===== config.mk =====
export PLATFORM = sky130hd
export DESIGN_NAME = dly_cfg_loader
export DESIGN_NICKNAME = d
export VERILOG_FILES = /design/src/rtl/dlyc_pkg.sv /design/src/rtl/dlyc_sync.sv /design/src/rtl/dlyc_shifter.sv /design/src/rtl/dlyc_latch_bank.sv /design/src/rtl/dly_cfg_loader.sv
export SDC_FILE = /design/constraint.sdc
export NUM_CORES = 1
export LEC_CHECK = 0
export ABC_AREA = 1
export CORE_MARGIN = 4
export CORE_UTILIZATION = 54
export CTS_CLUSTER_SIZE = 12
export DETAILED_ROUTE_END_ITERATION = 8
export DONT_BUFFER_PORTS = 1
export PLACE_DENSITY = 0.72
export SLEW_MARGIN = 20
export SYNTH_ARGS = -nofsm -noshare
export SYNTH_HDL_FRONTEND = slang
export SYNTH_SLANG_ARGS = --single-unit

===== constraint.sdc =====
create_clock -name clk -period 0.95 [get_ports clk]
set_clock_uncertainty 0.2 [all_clocks]
set_input_delay 0.0475 -clock clk [delete_from_list [all_inputs] [get_ports clk]]
set_output_delay 0.0475 -clock clk [all_outputs]
set_load 0.01 [all_outputs]

===== src/rtl/dlyc_pkg.sv =====
package dlyc_pkg;
   // word layout in the shift register after a full cycle
   localparam int unsigned SEL_POS  = 0;
   localparam int unsigned MODE_POS = 1;
   localparam int unsigned HDR_BITS = 2;
   localparam int unsigned NUM_CH   = 2;

   typedef enum logic {
      PATH_SPLIT   = 1'b0,
      PATH_CASCADE = 1'b1
   } path_mode_e;
endpackage


===== src/rtl/dlyc_sync.sv =====
module dlyc_sync #(
   parameter int unsigned WIDTH  = 3,
   parameter int unsigned STAGES = 2
) (
   input  logic             clk,
   input  logic             rst_n,
   input  logic [WIDTH-1:0] async_i,
   output logic [WIDTH-1:0] sync_o
);
   if (STAGES < 2) begin : g_bad_stages
      $error("dlyc_sync: STAGES must be at least 2");
   end
   if (WIDTH < 1) begin : g_bad_width
      $error("dlyc_sync: WIDTH must be at least 1");
   end

   logic [WIDTH-1:0] stage_q [STAGES];

   for (genvar s = 0; s < STAGES; s++) begin : g_stage
      if (s == 0) begin : g_first
         always_ff @(posedge clk or negedge rst_n) begin
            if (!rst_n) stage_q[s] <= '0;
            else        stage_q[s] <= async_i;
         end
      end else begin : g_next
         always_ff @(posedge clk or negedge rst_n) begin
            if (!rst_n) stage_q[s] <= '0;
            else        stage_q[s] <= stage_q[s-1];
         end
      end
   end

   assign sync_o = stage_q[STAGES-1];
endmodule


===== src/rtl/dlyc_shifter.sv =====
module dlyc_shifter #(
   parameter int unsigned SHIFT_W = 11
) (
   input  logic               clk,
   input  logic               rst_n,
   input  logic               sclk_s,
   input  logic               sdat_s,
   output logic               shift_pulse,
   output logic [SHIFT_W-1:0] sr_q
);
   if (SHIFT_W < 3) begin : g_bad_w
      $error("dlyc_shifter: SHIFT_W too small");
   end

   logic sclk_d;

   always_ff @(posedge clk or negedge rst_n) begin
      if (!rst_n) sclk_d <= 1'b0;
      else        sclk_d <= sclk_s;
   end

   assign shift_pulse = sclk_s & ~sclk_d;

   // new bit enters at the top, so the first bit sent ends at bit 0
   always_ff @(posedge clk or negedge rst_n) begin
      if (!rst_n)           sr_q <= '0;
      else if (shift_pulse) sr_q <= {sdat_s, sr_q[SHIFT_W-1:1]};
   end
endmodule


===== src/rtl/dlyc_latch_bank.sv =====
module dlyc_latch_bank
   import dlyc_pkg::*;
#(
   parameter int unsigned CODE_W  = 9,
   localparam int unsigned SHIFT_W = CODE_W + HDR_BITS
) (
   input  logic                          clk,
   input  logic                          rst_n,
   input  logic                          ld_s,
   input  logic [SHIFT_W-1:0]            word_i,
   output logic [NUM_CH-1:0][CODE_W-1:0] code_o,
   output path_mode_e                    mode_o
);
   logic sel;
   assign sel = word_i[SEL_POS];

   for (genvar ch = 0; ch < NUM_CH; ch++) begin : g_chan
      always_ff @(posedge clk or negedge rst_n) begin
         if (!rst_n)
            code_o[ch] <= '0;
         else if (ld_s && (sel == ch[0]))
            code_o[ch] <= word_i[SHIFT_W-1:HDR_BITS];
      end
   end

   always_ff @(posedge clk or negedge rst_n) begin
      if (!rst_n)    mode_o <= PATH_SPLIT;
      else if (ld_s) mode_o <= path_mode_e'(word_i[MODE_POS]);
   end
endmodule


===== src/rtl/dly_cfg_loader.sv =====
module dly_cfg_loader
   import dlyc_pkg::*;
#(
   parameter int unsigned CODE_W      = 9,
   parameter int unsigned SYNC_STAGES = 2
) (
   input  logic              clk,
   input  logic              rst_n,
   input  logic              ser_clk_i,
   input  logic              ser_dat_i,
   input  logic              ser_ld_i,
   output logic [CODE_W-1:0] code0_o,
   output logic [CODE_W-1:0] code1_o,
   output logic              cascade_o
);
   localparam int unsigned SHIFT_W = CODE_W + HDR_BITS;

   logic [2:0]                    pins_s;
   logic                          sclk_s, sdat_s, ld_s;
   logic                          shift_pulse;
   logic [SHIFT_W-1:0]            sr_q;
   logic [NUM_CH-1:0][CODE_W-1:0] codes;
   path_mode_e                    mode;

   dlyc_sync #(.WIDTH(3), .STAGES(SYNC_STAGES)) sync_i (
      .clk     (clk),
      .rst_n   (rst_n),
      .async_i ({ser_ld_i, ser_dat_i, ser_clk_i}),
      .sync_o  (pins_s)
   );

   assign sclk_s = pins_s[0];
   assign sdat_s = pins_s[1];
   assign ld_s   = pins_s[2];

   dlyc_shifter #(.SHIFT_W(SHIFT_W)) shift_i (
      .clk         (clk),
      .rst_n       (rst_n),
      .sclk_s      (sclk_s),
      .sdat_s      (sdat_s),
      .shift_pulse (shift_pulse),
      .sr_q        (sr_q)
   );

   dlyc_latch_bank #(.CODE_W(CODE_W)) bank_i (
      .clk    (clk),
      .rst_n  (rst_n),
      .ld_s   (ld_s),
      .word_i (sr_q),
      .code_o (codes),
      .mode_o (mode)
   );

   assign code0_o   = codes[0];
   assign code1_o   = codes[1];
   assign cascade_o = (mode == PATH_CASCADE);
endmodule


## Yosys cells after proc, flatten, opt, wreduce, memory -nomap -nowiden

Index checks and enable logic that the tools add are counted.

| storage, ports and cells | value |
|---|---|
| register bits after elaboration | 37 |
| latch bits | 0 |
| RAM bits | 0 |
| memory bits (read-only) | 0 |
| input bits | 5 |
| output and inout bits | 19 |
| logic and storage cells | 12 |
| memories kept | 0 |

| cells by class | value |
|---|---|
| add/subtract/negate cells | 0 |
| $mul | 0 |
| div/mod/pow operators | 0 |
| $lt $le $gt $ge | 0 |
| equal/unequal tests | 0 |
| shift-type cells | 0 |
| multiplexer cells | 0 |
| bitwise logic cells | 3 |
| reductions and logical operators | 2 |

Operators by type and width:

| cell | number |
|---|---|
| $logic_and 1x1->1 | 2 |
| $not 1->1 | 2 |
| $and 1x1->1 | 1 |

## Depth between registers and ports, before layout

Gate-level depths: netlist of the first run.

| logic depth | value |
|---|---|
| depth after elaboration | 2 |
| mapped depth | 5 |
| mapped depth without buffers | 4 |

## Hierarchy

From an unflattened synthesis of the first run, not the netlist that was laid out.

| second synthesis, totals | value |
|---|---|
| cell total of the unflattened synthesis | 142 |
| area, all modules | 1430.1 um^2 |

By module, submodules not included:

| module | instances | cells each | area each (um^2) | seq. area each (um^2) |
|---|---|---|---|---|
| dlyc_latch_bank | 1 | 82 | 759.5 | 475.5 |
| dlyc_shifter | 1 | 51 | 498.0 | 300.3 |
| dlyc_sync | 1 | 9 | 172.7 | 150.1 |

## Least setup slack after synthesis of the first run

Ideal clock, no wire load.

| timing | value |
|---|---|
| path kind | register to register |
| start | reg shift_i.sr_q[0] |
| end | reg bank_i.code_o[0] (netlist name) |
| library setup time | 0.117 ns |
| data arrival time | 0.726 ns |
| data required time | 0.633 ns |
| path slack | -0.093 ns |
| cell stages (with the launch flop) | 5 |
| buffers on the path | 0 |
| period minus slack after synthesis | 1.043 ns |
| path through | dfrtp_1 inv_2 nand2_2 nand2_1 nand2_1 |

| on the way | value |
|---|---|
| word-level cells in the longest chain between the ends | 2 |

RTL lines:

| element | RTL line | RTL |
|---|---|---|
| start, declared | dlyc_shifter.sv:9 | `output logic [SHIFT_W-1:0] sr_q` |
| start signal, assigned | dlyc_shifter.sv:27 | `else if (shift_pulse) sr_q <= {sdat_s, sr_q[SHIFT_W-1:1]};` |
| $not 1->1 | dlyc_latch_bank.sv:21 | `else if (ld_s && (sel == ch[0]))` |
| $logic_and 1x1->1 | dlyc_latch_bank.sv:21 |  |
| end signal, assigned by index | dlyc_latch_bank.sv:22 | `code_o[ch] <= word_i[SHIFT_W-1:HDR_BITS];` |
| end, declared | dlyc_latch_bank.sv:11 | `output logic [NUM_CH-1:0][CODE_W-1:0] code_o,` |

No other way between the ends.
A chain may end at the register's enable or synchronous reset.

## Worst setup path after layout of the first run

| timing | value |
|---|---|
| start | reg shift_i.sr_q[0] |
| end | reg bank_i.code_o[2] (netlist name) |

Same word-level chain as after synthesis.

==> flow_summary.ini, run 1 <==
[global_routing]
antenna_found_initial = 0
grt-busiest-layer = met2
grt_pass1_wl_um = 5580
first_global_vias = 1153
grt_max_degree = 38
grt_usage_pct = 22.9
met1_usage_pct = 28.3
global_route.usage.met2_pct = 34.9
use_met3_pct = 8.99
grt_overflow = 0

[synthesis]
syn-num-nets = 143
yosys.cell_types.count = 9
syn_avg_cell_area_um2 = 9.91
seq_area_frac_synth_pct = 67.7
netlist_area_um2 = 1370
yosysWarnings = 0
netlist_instances = 138
ys_ff_latch = 37

[place]
io_buffers = 0
hpwl_um = 1760
dp_slack_ns = -0.179
dpl_cell_area_um2 = 1550
gp_congestion = 0.760

[route]
drt_iter0_drc = 84
wire_per_inst_um = 19.8
drtAntennaViolNets = 0
routed_via_density = 5.79
wl_um = 4190
drt_first_pass_iters = 4
drc_errors = 0
routed-via-count = 1228

[sta]
rsz0062_at_grt = yes
setup_ws_ns = -0.263
slew_viol_final = 0
slew_headroom_pct = 81.1
finalCritPeriodShare_pct = 128
fin_setup_tns_ns = -8.07
whs_ns = -0.839
max_freq_ghz = 0.825
finalSetupViolations = 50
period_needed_ns = 1.21
hold_viol = 37
worst_slew_pin_slew_ns = 0.283

[cts]
cts_made_buffers = 5
cts_buffer_depth = 2
cts_tree = yes
clkTransAtPathRegs_ns = 0.11
cts.sinks = 37
holdBufCountCts = 3
cts_root_buf = clkbuf_4
clk-insertion-delay-late_ns = 0.35
cts_max_level = 2

[worst_setup_path]
worstPathArrival_ns = 1.27
crit_buf_inv = 2
end_kind = flop
slowest_delay_ns = 0.49
worstPathCellList = clkinv_4 -> buf_12 -> nand3_2 -> nand2_1
r2r_cells = 4
cp.depth = 4
reg2reg_slack_ns = -0.26
slowest_stage = dfrtp_2
reg2reg_from = shift_i.sr_q[0]$_DFFE_PN0P_
worst-path-max-fanout = 6
crit_family = flip-flops
rr_endpoint = bank_i.code_o[2]$_DFFE_PN0P_
worst_setup_path_start_kind = flop
required_ns = 1.00
crit_type = flop to flop

[layout]
finalNetCount = 188
design_area_um2 = 2050
drive_gt1_share_pct = 48.9
area_growth_pct = 50.0
antenna-diode-count = 0

[hold_path]
hold_class = input port to async pin

[power]
ir_drop_v = 0.00199
p_per_area_nw_per_um2 = 2210
power.leakage_uw = 0.00106

[die]
ioPinCount = 24
die_area_um2 = 3400
die_h_um = 58.3
die_x_um = 58.3
core_region_area_um2 = 2320
rows = 17
start_util_pct = 59.0

[job]
maxCapViolCount = 0

[run_status]
status = finished with violations
violations = negative hold slack, negative setup slack
==> per-layer routing <==
metal	up-vias	wire (um)
li1	531	-
met5	-	0
met4	0	176
met1	615	1620
met3	18	289
met2	64	2110
==> synth_stat cells <==
cell type | number | area share [%]
nand2_2 | 2 | 0.91
inv_1 | 2 | 0.55
o21ai_0 | 1 | 0.37
inv_2 | 1 | 0.27
buf_2 | 4 | 1.5
buf_6 | 2 | 1.6
nand3_1 | 29 | 11
nand2_1 | 60 | 16
dfrtp_1 | 37 | 68
==> worst reg2reg max path: stages, from the launching register on <==
cell	delay, ns
dfrtp_2	0.49
clkinv_4	0.13
buf_12	0.16
nand3_2	0.06
nand2_1	0.08
==> timing repair <==
action / CTS / global route
endpoints found under the setup margin: 49 / 49
gates resized for setup: 55 / 15
endpoints found under the hold margin: 40 / 37
pin swaps: 30 / 24
buffers inserted: 4 / 10
cloned: 4 / 1
==> logic make-up after synthesis <==
family	count (synthesis)	synth area share [%]
buffers and inverters	9	3.93
AND/OR/NAND/NOR	91	28.0
AO/OA/AOI/OAI	1	0.366
flip-flops	37	67.7
==> how the worst max path moves through the flow <==
stage	start	end	slack, ns
after CTS	bank_i.code_o[15]$_DFFE_PN0P_	code1_o[6]	-0.19
after global placement	shift_i.sr_q[0]$_DFFE_PN0P_	bank_i.code_o[7]$_DFFE_PN0P_	-0.14
after floorplan	shift_i.sr_q[0]$_DFFE_PN0P_	bank_i.code_o[0]$_DFFE_PN0P_	-0.07
after detailed placement	shift_i.sr_q[0]$_DFFE_PN0P_	bank_i.code_o[5]$_DFFE_PN0P_	-0.18
after global routing	shift_i.sr_q[0]$_DFFE_PN0P_	bank_i.code_o[2]$_DFFE_PN0P_	-0.32
final	shift_i.sr_q[0]$_DFFE_PN0P_	bank_i.code_o[2]$_DFFE_PN0P_	-0.26
==> stage by stage <==
stage          utilization [%]  hold WS, ns  power [uW]  std cells
6_report                  88.5       -0.839        4540        212
3_5_place_dp              66.9       -0.447        3030        182
5_1_grt                   88.5       -0.861        4760        212
2_1_floorplan                -       -0.448        2610        138
3_3_place_gp              66.9       -0.447        3000        182
4_1_cts                   82.7       -0.828        4180        201
==> state kept, by name, indices dropped and copies added (netlist names) <==
signal and flops:
bank_i.code_o 18, bank_i.mode_o 1, shift_i.sclk_d 1, shift_i.sr_q 11, sync_i.stage_q 3, sync_i.sync_o 3
==> placed cells by master, fill, tap and decap left out <==
master and count:
clkinv_2 2, nand2_2 5, buf_12 1, dfrtp_1 34, buf_6 26, clkinv_4 1
dlygate4sd3_1 3, nand2_4 5, inv_1 1, nand2_1 54, buf_4 12, nand3_2 28
inv_4 1, clkbuf_4 5, clkbuf_1 1, dfrtp_2 3, nand3_1 1, o21ai_2 1
==> cell type report <==
type | count | area [um2]
clock buffer | 6 | 41.3
multi-input combinational | 94 | 584
clock inverter | 2 | 10.0
tap | 28 | 35.0
inverter | 3 | 18.8
sequential | 37 | 930
timing repair buffer | 42 | 433
fill | 94 | 267
==> power by group <==
group	leakage [uW]	switching, uW	internal [uW]
logic	0.000544	645	776
clock network	0.0000320	525	282
registers	0.000479	411	1900
Note: power is estimated with default switching activity, not from simulation.
==> run 2, diff against run 1 <==
CTS_CLUSTER_SIZE = unset   (was 12)
TNS_END_PERCENT = 30   (was unset)
==> run 2 against run 1 <==
  * The flow still finishes with violations (negative hold slack, negative setup slack)
  * Routed wire length fell by 29%
  * Global-route usage fell by 5.5 points
  * Critical path depth fell by 3
  * Largest power group unchanged
  * Fmax rose by 7.3%
  * Clock-buffer cell count rose by 1
  * Utilization fell by 9.4 points
  * Non-clock buffer count fell by 7
==> flow_summary.ini, run 2 (synthesis gave the netlist of run 1 again) <==
[cts]
cts_max_level = 2
cts_tree = yes
cts_buffer_depth = 2
cts_made_buffers = 5
clkTransAtPathRegs_ns = 0.10
cts_root_buf = clkbuf_4
cts.sinks = 37
clk-insertion-delay-late_ns = 0.34
holdBufCountCts = 3

[run_status]
violations = negative hold slack, negative setup slack
status = finished with violations

[layout]
finish.utilization_pct = 79.1
finalNetCount = 181
largest_reg_flops = 18
top_regs = bank_i.code_o x18, shift_i.sr_q x11
antenna-diode-count = 0
largest-register = bank_i.code_o
seq_area_um2 = 928
multi_input_area_um2 = 432
layout_commonest_cell = nand2_1
layout_common_cells = 54 x nand2_1, 35 x dfrtp_1, 29 x nand3_1
area_growth_pct = 34.1
drive_gt1_share_pct = 29.5
fin_cells = 204
fillers = 130

[global_routing]
antenna_found_initial = 0
grt_pass1_wl_um = 4300
grt_max_degree = 38
first_global_vias = 958
grt_overflow = 0
grt_usage_pct = 17.4

[sta]
hold_viol = 37
period_needed_ns = 1.13
slew_viol_final = 0
finalSetupViolations = 49
finalCritPeriodShare_pct = 119
slew_headroom_pct = 87.1
whs_ns = -0.808
worst_slew_pin_slew_ns = 0.193
setup_ws_ns = -0.180
rsz0062_at_grt = yes
max_freq_ghz = 0.885

[place]
io_buffers = 0
hpwl_um = 1730
dp_slack_ns = -0.169
gp_congestion = 0.834
dp.cells = 180

[route]
dr_wl_met3_um = 183
drt_first_pass_iters = 4
wl_met2_um = 1530
top_layer = met4
drt_iter0_drc = 60
drt-met1-wl_um = 1210
wire_per_inst_um = 14.6
drtAntennaViolNets = 0
wl_um = 2980
routed-via-count = 1082
drc_errors = 0
routed_via_density = 5.30

[worst_setup_path]
cp.depth = 1
slowest_stage = dfrtp_1
worst-path-max-fanout = 2
worst_setup_path_start_kind = flop
reg2reg_from = shift_i.sr_q[0]$_DFFE_PN0P_
crit_buf_inv = 1
reg2reg_slack_ns = -0.17
worstPathCellList = buf_6
crit_type = flop to primary output
crit_family = flip-flops
r2r_cells = 3
slowest_delay_ns = 0.42
end_kind = primary output
worstPathArrival_ns = 0.88
required_ns = 0.70
cp-startpoint = bank_i.code_o[0]$_DFFE_PN0P_

[die]
rows = 17
start_util_pct = 59.0
core_region_area_um2 = 2320
die_x_um = 58.3
ioPinCount = 24
die_h_um = 58.3
die_area_um2 = 3400

[hold_path]
hold_class = input port to async pin

[power]
p_per_area_nw_per_um2 = 2310
power.leakage_uw = 0.000988
ir_drop_v = 0.00176

[job]
maxCapViolCount = 0
## run 2: cell type report
| cell class | count | share of cell area (%) |
|---|---|---|
| clock buffer | 7 | 3.00 |
| timing repair buffer | 35 | 19.6 |
| inverter | 3 | 0.887 |
| tap | 28 | 1.91 |
| sequential | 37 | 50.6 |
| timing repair inverter | 1 | 0.409 |
| multi-input combinational | 93 | 23.5 |
## run 2: repair_timing
item	in CTS	in global routing
endpoints found under the hold margin	40	37
pin swaps	1	0
buffers inserted	5	6
resized for setup	21	9
setup endpoints to repair	49	49
gates cloned	0	3
## run 2: stage by stage
stage	hold WS, ns	instance area [um2]	setup TNS (ns)	power, uW
floorplan	-0.448	1380	-1.86	2590
global placement	-0.447	1530	-3.31	3000
detailed placement	-0.447	1530	-3.86	3030
CTS	-0.821	1730	-6.20	4080
global route	-0.837	1830	-8.66	4480
finish	-0.808	1830	-6.50	4250
## run 2: metal layers
layer	up-vias	GRT usage (%)
met1	524	22.2
met2	34	25.7
met4	0	9.27
li1	516	-
met3	8	6.80
met5	-	0
## run 2: final timing paths
check | end
worst max register to register | bank_i.code_o[10]$_DFFE_PN0P_
min in group clk | sync_i.stage_q[3]$_DFF_PN0_
max in group asynchronous | sync_i.sync_o[2]$_DFF_PN0_
worst min-delay path | bank_i.code_o[10]$_DFFE_PN0P_
worst max-delay path | code0_o[0]
worst min register to register | sync_i.sync_o[2]$_DFF_PN0_
## run 2: power breakdown
group / internal (uW) / total (uW) / switching [uW]
Sequential: 1900 / 2220 / 321
Combinational: 690 / 1210 / 523
Clock: 349 / 808 / 459
==> run 3, diff against run 2 <==
CORE_UTILIZATION = 60   (was 54)
PLACE_DENSITY = 0.76   (was 0.72)
clock period = 1.05 ns   (was 0.95 ns; I/O delays follow)
==> run 3 against run 2 <==
  * The flow still finishes with violations (negative hold slack, negative setup slack)
  * Die area shrank 8.7%
  * Register-to-register slack gained 0.07 ns
  * Routed wire length grew 2.3%
  * Combinational power shrank 56%
  * Cell count shrank 11%
  * Critical endpoint is now bank_i.code_o[1]$_DFFE_PN0P_
  * Largest cell class unchanged
  * Largest power group unchanged
==> flow_summary.ini, run 3 (synthesis gave the netlist of run 1 again) <==
[run_status]
status = finished with violations
violations = negative hold slack, negative setup slack

[route]
drt_first_pass_iters = 4
routed_via_density = 5.81
drtAntennaViolNets = 0
routed-via-count = 1057
wire_per_inst_um = 16.8
drc_errors = 0
wl_um = 3050
drt_iter0_drc = 46

[sta]
slew_viol_final = 0
max_freq_ghz = 0.867
finalCritPeriodShare_pct = 110
fin_setup_tns_ns = -1.32
slew_headroom_pct = 83.7
finalSetupViolations = 21
setup_ws_ns = -0.104
worst_slew_pin_slew_ns = 0.244
rsz0062_at_grt = yes
whs_ns = -0.811
hold_viol = 37
period_needed_ns = 1.15

[layout]
largest_reg_flops = 18
layout_common_cells = 56 x nand2_1, 35 x dfrtp_1, 18 x nand3_1
drive_gt1_share_pct = 25.3
layout_commonest_cell = nand2_1
antenna-diode-count = 0
top_regs = bank_i.code_o x18, shift_i.sr_q x11
largest-register = bank_i.code_o
finalNetCount = 158
area_growth_pct = 22.7

[cts]
cts_made_buffers = 5
cts_max_level = 2
cts.sinks = 37
holdBufCountCts = 3
clk-insertion-delay-late_ns = 0.34
cts_buffer_depth = 2
cts_tree = yes
clkTransAtPathRegs_ns = 0.11
cts_root_buf = clkbuf_4

[die]
die_x_um = 55.7
ioPinCount = 24
core_region_area_um2 = 2190
die_area_um2 = 3110
start_util_pct = 62.4
rows = 17
die_h_um = 55.7

[worst_setup_path]
crit_type = flop to flop
end_kind = flop
worst_setup_path_start_kind = flop
worst-path-max-fanout = 5
required_ns = 1.13
slowest_stage = dfrtp_2
worstPathArrival_ns = 1.23
slowest_delay_ns = 0.49
worstPathCellList = inv_4 -> buf_4 -> nand3_1 -> nand2_1

[global_routing]
grt_overflow = 0
first_global_vias = 1060
grt_max_degree = 38
grt_pass1_wl_um = 4830
grt_usage_pct = 20.7
antenna_found_initial = 0

[place]
dp_slack_ns = -0.124
gp_congestion = 0.790
io_buffers = 0
hpwl_um = 1770

[power]
ir_drop_v = 0.00175
p_per_area_nw_per_um2 = 2290
power.leakage_uw = 0.000875

[job]
maxCapViolCount = 0

[hold_path]
hold_class = input port to async pin
==> run 3: changes by cell type in the layout (fill, tap and decap cells not counted), moves of 2 or more <==
| cell | delta |
|---|---|
| buf_4 | -7 |
| buf_6 | -12 |
| bufinv_16 | +2 |
| nand2_1 | +2 |
| nand2_2 | -3 |
| nand3_1 | -11 |
| nand3_2 | +10 |
==> run 3: final cells by class <==
class	instances	area, um2
sequential	37	928
clock inverter	3	65.1
tap	28	35.0
inverter	3	13.8
multi-input combinational	92	470
timing repair buffer	14	128
clock buffer	5	37.5
fill	132	513
==> run 3: worst paths after layout <==
check	start	endpoint	slack (ns)	cells past startpoint
min in group clk	ser_clk_i	sync_i.stage_q[3]$_DFF_PN0_	0.06	1
hold reg to reg	sync_i.stage_q[3]$_DFF_PN0_	sync_i.sync_o[0]$_DFF_PN0_	0.16	0
setup reg to reg	shift_i.sr_q[0]$_DFFE_PN0P_	bank_i.code_o[1]$_DFFE_PN0P_	-0.10	4
setup / recovery	shift_i.sr_q[0]$_DFFE_PN0P_	bank_i.code_o[1]$_DFFE_PN0P_	-0.10	4
hold / removal	rst_n	shift_i.sr_q[0]$_DFFE_PN0P_	-0.81	0
max in group asynchronous	rst_n	sync_i.sync_o[2]$_DFF_PN0_	1.38	0
==> run 3: worst max-delay path, delay by kind of cell, from the launching register on <==
family                 cells  cell delay, ns
buffers and inverters      2            0.23
DFF                        1            0.49
and+or+nand+nor            2            0.17
==> run 3: metal layers <==
layer	track usage, %	part of all wire [%]	routed length [um]
met1	23.1	37	1120
met2	33.1	53	1600
met3	8.12	7.9	241
met4	12.5	2.9	88
met5	0	0	0
==> run 3: timing repair <==
item                                    in CTS  in global routing
hold endpoints to repair                    40                 37
resized for setup                            5                 21
endpoints found under the setup margin      31                 49
buffers inserted                             1                  0
pin swaps                                    0                 10
==> run 3: metrics by stage <==
stage	util (%)	instances	hold WS [ns]	cell area, um2	total power (uW)
2_1_floorplan	-	138	-0.443	1370	2330
3_3_place_gp	65.5	170	-0.442	1440	2490
3_5_place_dp	65.5	170	-0.442	1440	2530
4_1_cts	72.7	182	-0.829	1590	3770
5_1_grt	76.6	182	-0.848	1680	4030
6_report	76.6	182	-0.811	1680	3850
==> run 3: report_power, final <==
group	internal (uW)	switching, uW
Clock	737	464
Sequential	1720	395
Combinational	227	305
